`src/rtl/alu8_flags.sv`:
```
module alu8_flags #(
  parameter int W = 8
) (
  input  logic [3:0]   op_sel,
  input  logic [W-1:0] acc,
  input  logic [W-1:0] idx_x,
  input  logic [W-1:0] idx_y,
  input  logic [W-1:0] opnd,
  input  logic [7:0]   st_in,
  output logic [W-1:0] res,
  output logic [1:0]   dst,
  output logic [7:0]   st_out
);
  localparam logic [3:0] OP_ADD = 4'd0, OP_SUB = 4'd1, OP_CPA = 4'd2, OP_CPX = 4'd3,
                         OP_CPY = 4'd4, OP_AND = 4'd5, OP_OR  = 4'd6, OP_XOR = 4'd7,
                         OP_BIT = 4'd8, OP_INC = 4'd9, OP_DEC = 4'd10, OP_SHL = 4'd11,
                         OP_SHR = 4'd12, OP_ROL = 4'd13, OP_ROR = 4'd14, OP_AXS = 4'd15;
  localparam logic [1:0] D_NONE = 2'd0, D_ACC = 2'd1, D_X = 2'd2, D_MEM = 2'd3;
  localparam int MSB = W - 1;

  logic         cin;
  logic [W:0]   add_s, sub_s, cmp_s;
  logic [W-1:0] cmp_lhs;
  logic         c_n, v_n;

  assign cin   = st_in[0];
  assign add_s = {1'b0, acc} + {1'b0, opnd} + {{W{1'b0}}, cin};
  assign sub_s = {1'b0, acc} - {1'b0, opnd} - {{W{1'b0}}, ~cin};

  always_comb begin
    case (op_sel)
      OP_CPX:  cmp_lhs = idx_x;
      OP_CPY:  cmp_lhs = idx_y;
      OP_AXS:  cmp_lhs = acc & idx_x;
      default: cmp_lhs = acc;
    endcase
  end
  assign cmp_s = {1'b0, cmp_lhs} - {1'b0, opnd};

  always_comb begin
    res = '0;
    dst = D_NONE;
    c_n = cin;
    v_n = st_in[6];
    case (op_sel)
      OP_ADD: begin
        res = add_s[W-1:0];
        dst = D_ACC;
        c_n = add_s[W];
        v_n = ~(acc[MSB] ^ opnd[MSB]) & (acc[MSB] ^ add_s[MSB]);
      end
      OP_SUB: begin
        res = sub_s[W-1:0];
        dst = D_ACC;
        c_n = ~sub_s[W];
        v_n = (acc[MSB] ^ sub_s[MSB]) & (acc[MSB] ^ opnd[MSB]);
      end
      OP_CPA, OP_CPX, OP_CPY: begin
        res = cmp_s[W-1:0];
        c_n = ~cmp_s[W];
      end
      OP_AXS: begin
        res = cmp_s[W-1:0];
        dst = D_X;
        c_n = ~cmp_s[W];
      end
      OP_AND: begin res = acc & opnd; dst = D_ACC; end
      OP_OR:  begin res = acc | opnd; dst = D_ACC; end
      OP_XOR: begin res = acc ^ opnd; dst = D_ACC; end
      OP_BIT: begin
        res = acc & opnd;
        v_n = opnd[MSB-1];
      end
      OP_INC: begin res = opnd + 1'b1; dst = D_MEM; end
      OP_DEC: begin res = opnd - 1'b1; dst = D_MEM; end
      OP_SHL: begin res = {opnd[W-2:0], 1'b0}; dst = D_MEM; c_n = opnd[MSB]; end
      OP_SHR: begin res = {1'b0, opnd[W-1:1]}; dst = D_MEM; c_n = opnd[0]; end
      OP_ROL: begin res = {opnd[W-2:0], cin};  dst = D_MEM; c_n = opnd[MSB]; end
      OP_ROR: begin res = {cin, opnd[W-1:1]};  dst = D_MEM; c_n = opnd[0]; end
      default: ;
    endcase
  end

  assign st_out = {(op_sel == OP_BIT) ? opnd[MSB] : res[MSB], v_n, st_in[5:2], res == '0, c_n};
endmodule

```
`config.mk`:
```
export PLATFORM = sky130hd
export DESIGN_NAME = alu8_flags
export DESIGN_NICKNAME = d
export VERILOG_FILES = /design/src/rtl/alu8_flags.sv
export SDC_FILE = /design/constraint.sdc
export NUM_CORES = 1
export LEC_CHECK = 0
export ABC_AREA = 1
export BUFFER_PORTS_ARGS = -buffer_cell sky130_fd_sc_hd__buf_2
export CORE_ASPECT_RATIO = 1.4
export CORE_MARGIN = 2
export CORE_UTILIZATION = 59
export DETAILED_ROUTE_END_ITERATION = 10
export GPL_ROUTABILITY_DRIVEN = 0
export GPL_TIMING_DRIVEN = 0
export PLACE_DENSITY = 0.84
export SETUP_SLACK_MARGIN = 0.3
export SYNTH_ARGS = -nofsm -noshare
export SYNTH_HDL_FRONTEND = slang
export SYNTH_SLANG_ARGS = --single-unit
```
`constraint.sdc`:
```
create_clock -name vclk -period 4.1
set_input_delay 0.82 -clock vclk [all_inputs]
set_output_delay 0.82 -clock vclk [all_outputs]
set_load 0.05 [all_outputs]
```
# After elaboration in Yosys (flattened, before gate mapping)

Index checks and enable logic that the tools add are counted.

Register bits after elaboration: 0
Latch bits: 0
Memory bits (writable): 0
ROM bits: 0
Input port bits: 44
Output and inout port bits: 18
Word-level logic and storage cells: 49
Memories: 0

Add/sub/neg operators: 7
Multiply operators: 0
Divide/modulo/power cells: 0
Magnitude comparators: 0
Equal/unequal tests: 15
Shift-type cells: 0
Multiplexer cells: 6
Bitwise operators: 13
Reductions and logical operators: 8

Operator list:

| cell                | number |
|---|---|
| $pmux 8 s12         | 1 |
| $eq 4x4->1 const B  | 8 |
| $pmux 8 s3          | 1 |
| $sub 8x8->9         | 2 |
| $and 8x8->8         | 2 |
| $eq 4x3->1 const B  | 4 |
| $add 8x8->9         | 1 |
| $add 9x1->9         | 1 |
| $sub 9x1->9         | 1 |
| $add 8x1->8 const B | 1 |
| $eq 4x2->1 const B  | 2 |
| $logic_not 8->1     | 1 |
| $or 8x8->8          | 1 |
| $sub 8x1->8 const B | 1 |
| $xor 8x8->8         | 1 |
| $pmux 2 s3          | 1 |
| $reduce_or 2->1     | 3 |
| $reduce_or 6->1     | 1 |
| $pmux 1 s5          | 1 |
| $reduce_or 5->1     | 1 |
| $eq 4x1->1 const B  | 1 |
| $logic_not 4->1     | 1 |
| $not 1->1           | 4 |
| $reduce_or 4->1     | 1 |
| 4 further kinds     | 7 |

# Depth between registers and ports, before layout

Depth after elaboration: 5
Mapped depth: 21
Depth with buffers taken out: 21

# Least setup slack after synthesis

OpenSTA, ideal clock, no wires.

Kind: input to output
From: input op_sel[2]
To: output st_out[1]
Arrival time: 4.158 ns
Data required time: 3.280 ns
Setup slack: -0.878 ns
Stages on the path: 18
Cells stage by stage: nor2_2 -> inv_1 -> nor2_2 -> inv_2 -> nand3_2 -> a21oi_1 -> a221o_1 -> ha_1 -> nand2_1 -> nand2_1 -> inv_1 -> nand2_1 -> or2_2 -> nand3_1 -> nand4_1 -> nor2_1 -> nand3_1 -> nor2_1

Cells in the longest elaborated chain, start to end: 5
Elaborated cells between the ends (all ways): 22

RTL lines:

| what                               | RTL line | source |
|---|---|---|
| start, declared                    | 4        | `input logic [3:0] op_sel,` |
| $eq 4x4->1 (tied with other cells) | 31, 45   |  |
| $pmux 8 s3                         | 31       | `case (op_sel)` |
| $sub 8x8->9                        | 38       | `assign cmp_s = {1'b0, cmp_lhs} - {1'b0, opnd};` |
| $pmux 8 s12 (*)                    | 45       | `case (op_sel)` |
| via res[4]                         | 10       | `output logic [W-1:0] res,` |
| $logic_not 8->1 (*)                | 84       | `assign st_out = {(op_sel == OP_BIT) ? opnd[MSB] : res[MSB], v_n, st_in[5:2], res == '0, c_n};` |
| end, declared                      | 12       | `output logic [7:0] st_out` |

The timed path passes the listed nets; every way through them passes the cells marked *.

# Worst setup path in the final report

From: input op_sel[0]
To: output st_out[1]

Cells in the longest elaborated chain, start to end: 5
Elaborated cells between the ends (all ways): 22

RTL lines:

| what                               | RTL line |
|---|---|
| $eq 4x4->1 (tied with other cells) | 31, 45 |
| $pmux 8 s3                         | 31 |
| $sub 8x8->9                        | 38 |
| $pmux 8 s12 (*)                    | 45 |
| $logic_not 8->1 (*)                | 84 |

Every way passes the cells marked *; elsewhere a longest branch is shown, timed or not.

==> results_dict.tcl <==
set metrics [dict create \
    required_ps 3280 \
    drive_above_1_share_pct 34.3 \
    syn-cell-area_um2 2880 \
    synth_warnings 0 \
    rsz0062_at_grt "true" \
    hp-class "primary input to output port" \
    postRouteWirelength_um 15600 \
    fin_setup_tns_ps -1450 \
    nNetsFinal 729 \
    syn_nets 623 \
    wl_per_cell_um 22.4 \
    endpoint "st_out[1]" \
    grt_max_degree 11 \
    synth_top_area_share_pct 22.1 \
    p_seq_share_pct 0 \
    internal_power_w 0.000310 \
    grt_usage_pct 42.6 \
    cp-end-kind "output port" \
    drc 0 \
    place_ws_ps -543 \
    hpwl_um 7750 \
    cp-startpoint "op_sel[0]" \
    crit_type "primary input to output port" \
    rows 30 \
    setup_viol 6 \
    grt_overflow_total 0 \
    antenna_cells 0 \
    slew_viol_final 0 \
    ctsHoldBuffers 0 \
    die_y_um 86.7 \
    port_buffers 55 \
    multi_input_area_um2 2840 \
    fin_crit_ps 4540 \
    grt_pass1_wl_um 18500 \
    path_buf_inv 3 \
    start_kind "primary input" \
    cp_data_arrival_time_ps 3720 \
    synth_cells 528 \
    ant_nets 0 \
    finalPower_w 0.000808 \
    ios 62 \
    crit_family "simple AND/OR/NAND/NOR gates" \
    cpMaxStageDelayCell "a221o_1" \
    drv_cap 0 \
    worst_pin_slew_ps 618 \
    p_leak_nw 2.26 \
    nClkBuffers 0 \
    swShare_pct 61.6 \
    drtIter0Drc 935 \
    crit_cells 18 \
    status "finished with violations" \
    p_per_area_nw_per_um2 192 \
    seq_cells 0 \
    ir_worst_vdd_mv 0.196 \
    synth.distinct_cells 33 \
    maxSlewHeadroom_pct 58.8 \
    syn_to_final_growth_pct 46.3 \
    netlist_top_cells_count "nand2_1 (170), inv_1 (93), nand3_1 (50)" \
    comb_power_share_pct 100.0 \
    drt_pass1_iterations 11 \
    postSynthAreaPerCell_um2 5.46 \
    worstPathCellList "buf_6 -> nor2_4 -> nand2_4 -> nand3_4 -> a21oi_2 -> a221o_1 -> ha_4 -> nand2_1 -> nand2_1 -> inv_1 -> nand2_2 -> or2_4 -> nand3_2 -> nand4_1 -> nor2_1 -> nand3_2 -> nor2_4 -> buf_8" \
    via_per_inst 6.83 \
    violations "negative setup slack" \
    switching_power_w 0.000498 \
    fill_cells 237 \
    antenna_found_initial 0 \
    post-synth-top-area-cell "nand2_1" \
    regArea_um2 0 \
    ys_seq_area_share_pct 0 \
    die_area_um2 5470 \
    crit_fanout 7 \
    die_x_um 63.1 \
    initial_core_util_pct 60.4 \
    synthTopCellsByArea "nand2_1 (22%), ha_1 (20%), inv_1 (12%)" \
    grt_pass1_vias 3929 \
    timing.final.crit_share_pct 111 \
    fin_util_pct 88.5 \
    finalWorstSetupSlack_ps -436 \
    num_vias 4756 \
    clkPwrFrac_pct 0 \
    hp-start "st_in[3]" \
    cpPeakStageDelay_ps 300 \
    max_freq_ghz 0.220 \
    coreArea_um2 4770 \
    hold_viol_final 0 \
    synth_most_common_cell "nand2_1" \
]
what timing repair did:
action / in CTS / in global routing
pin swaps: 33 / 33
gates resized for setup: 81 / 65
buffers inserted: 34 / 15
endpoints found under the hold margin: 0 / 0
endpoints found under the setup margin: 11 / 12
power groups by stage:
| stage | sequential [W] | clock, W | combinational (W) |
|---|---|---|---|
| 2_1_floorplan | 0 | 0 | 0.000405 |
| 3_3_place_gp | 0 | 0 | 0.000524 |
| 3_5_place_dp | 0 | 0 | 0.000537 |
| 4_1_cts | 0 | 0 | 0.000644 |
| 5_1_grt | 0 | 0 | 0.000846 |
| 6_report | 0 | 0 | 0.000808 |
metal layers:
layer	wire length [µm]	part of all wire, %	global-route usage (%)
met1	4710	30	45.4
met2	6460	41	74.3
met3	2240	14	10.0
met4	2180	14	28.7
met5	0	0	0
worst min path at each step:
stage                     slack (ps)  cells past startpoint         to
after global placement          1940                      2  st_out[2]
after CTS                       1940                      2  st_out[3]
after global routing            1950                      2  st_out[5]
final                           1940                      2  st_out[3]
after detailed placement        1940                      2  st_out[3]
after floorplan                 1810                      1  st_out[2]
cells in the final DEF (no fill, tap or decap), drive strengths merged, types with 8 or more instances in the layout:
cell    instances
ha             45
a21oi          31
nor2           44
o21ai          11
nand4          19
nand2         176
nand3          52
buf           113
inv            96
nand3b          8
cells by family after synthesis:
group	Yosys count	share of synthesized area, %
XOR/XNOR	6	1.82
AO/OA/AOI/OAI	59	12.4
adder cells (fa/ha/maj)	51	23.7
buffers and inverters	107	15.2
AND/OR/NAND/NOR	305	46.9
per-stage QoR:
step / hold WS (ps) / instances / instance area (µm²)
3_3_place_gp: 1940 / 647 / 3340
6_report: 1940 / 696 / 4220
4_1_cts: 1940 / 681 / 3870
5_1_grt: 1950 / 696 / 4220
3_5_place_dp: 1940 / 647 / 3340
2_1_floorplan: 1810 / 528 / 2980
cell type report:
class	instances	share of cell area (%)
plain buffers	9	1.78
inverters	98	9.53
multi-input cells	421	67.3
well taps	64	1.90
repair buffers	104	19.5
Note: power is estimated with default switching activity, not from simulation.
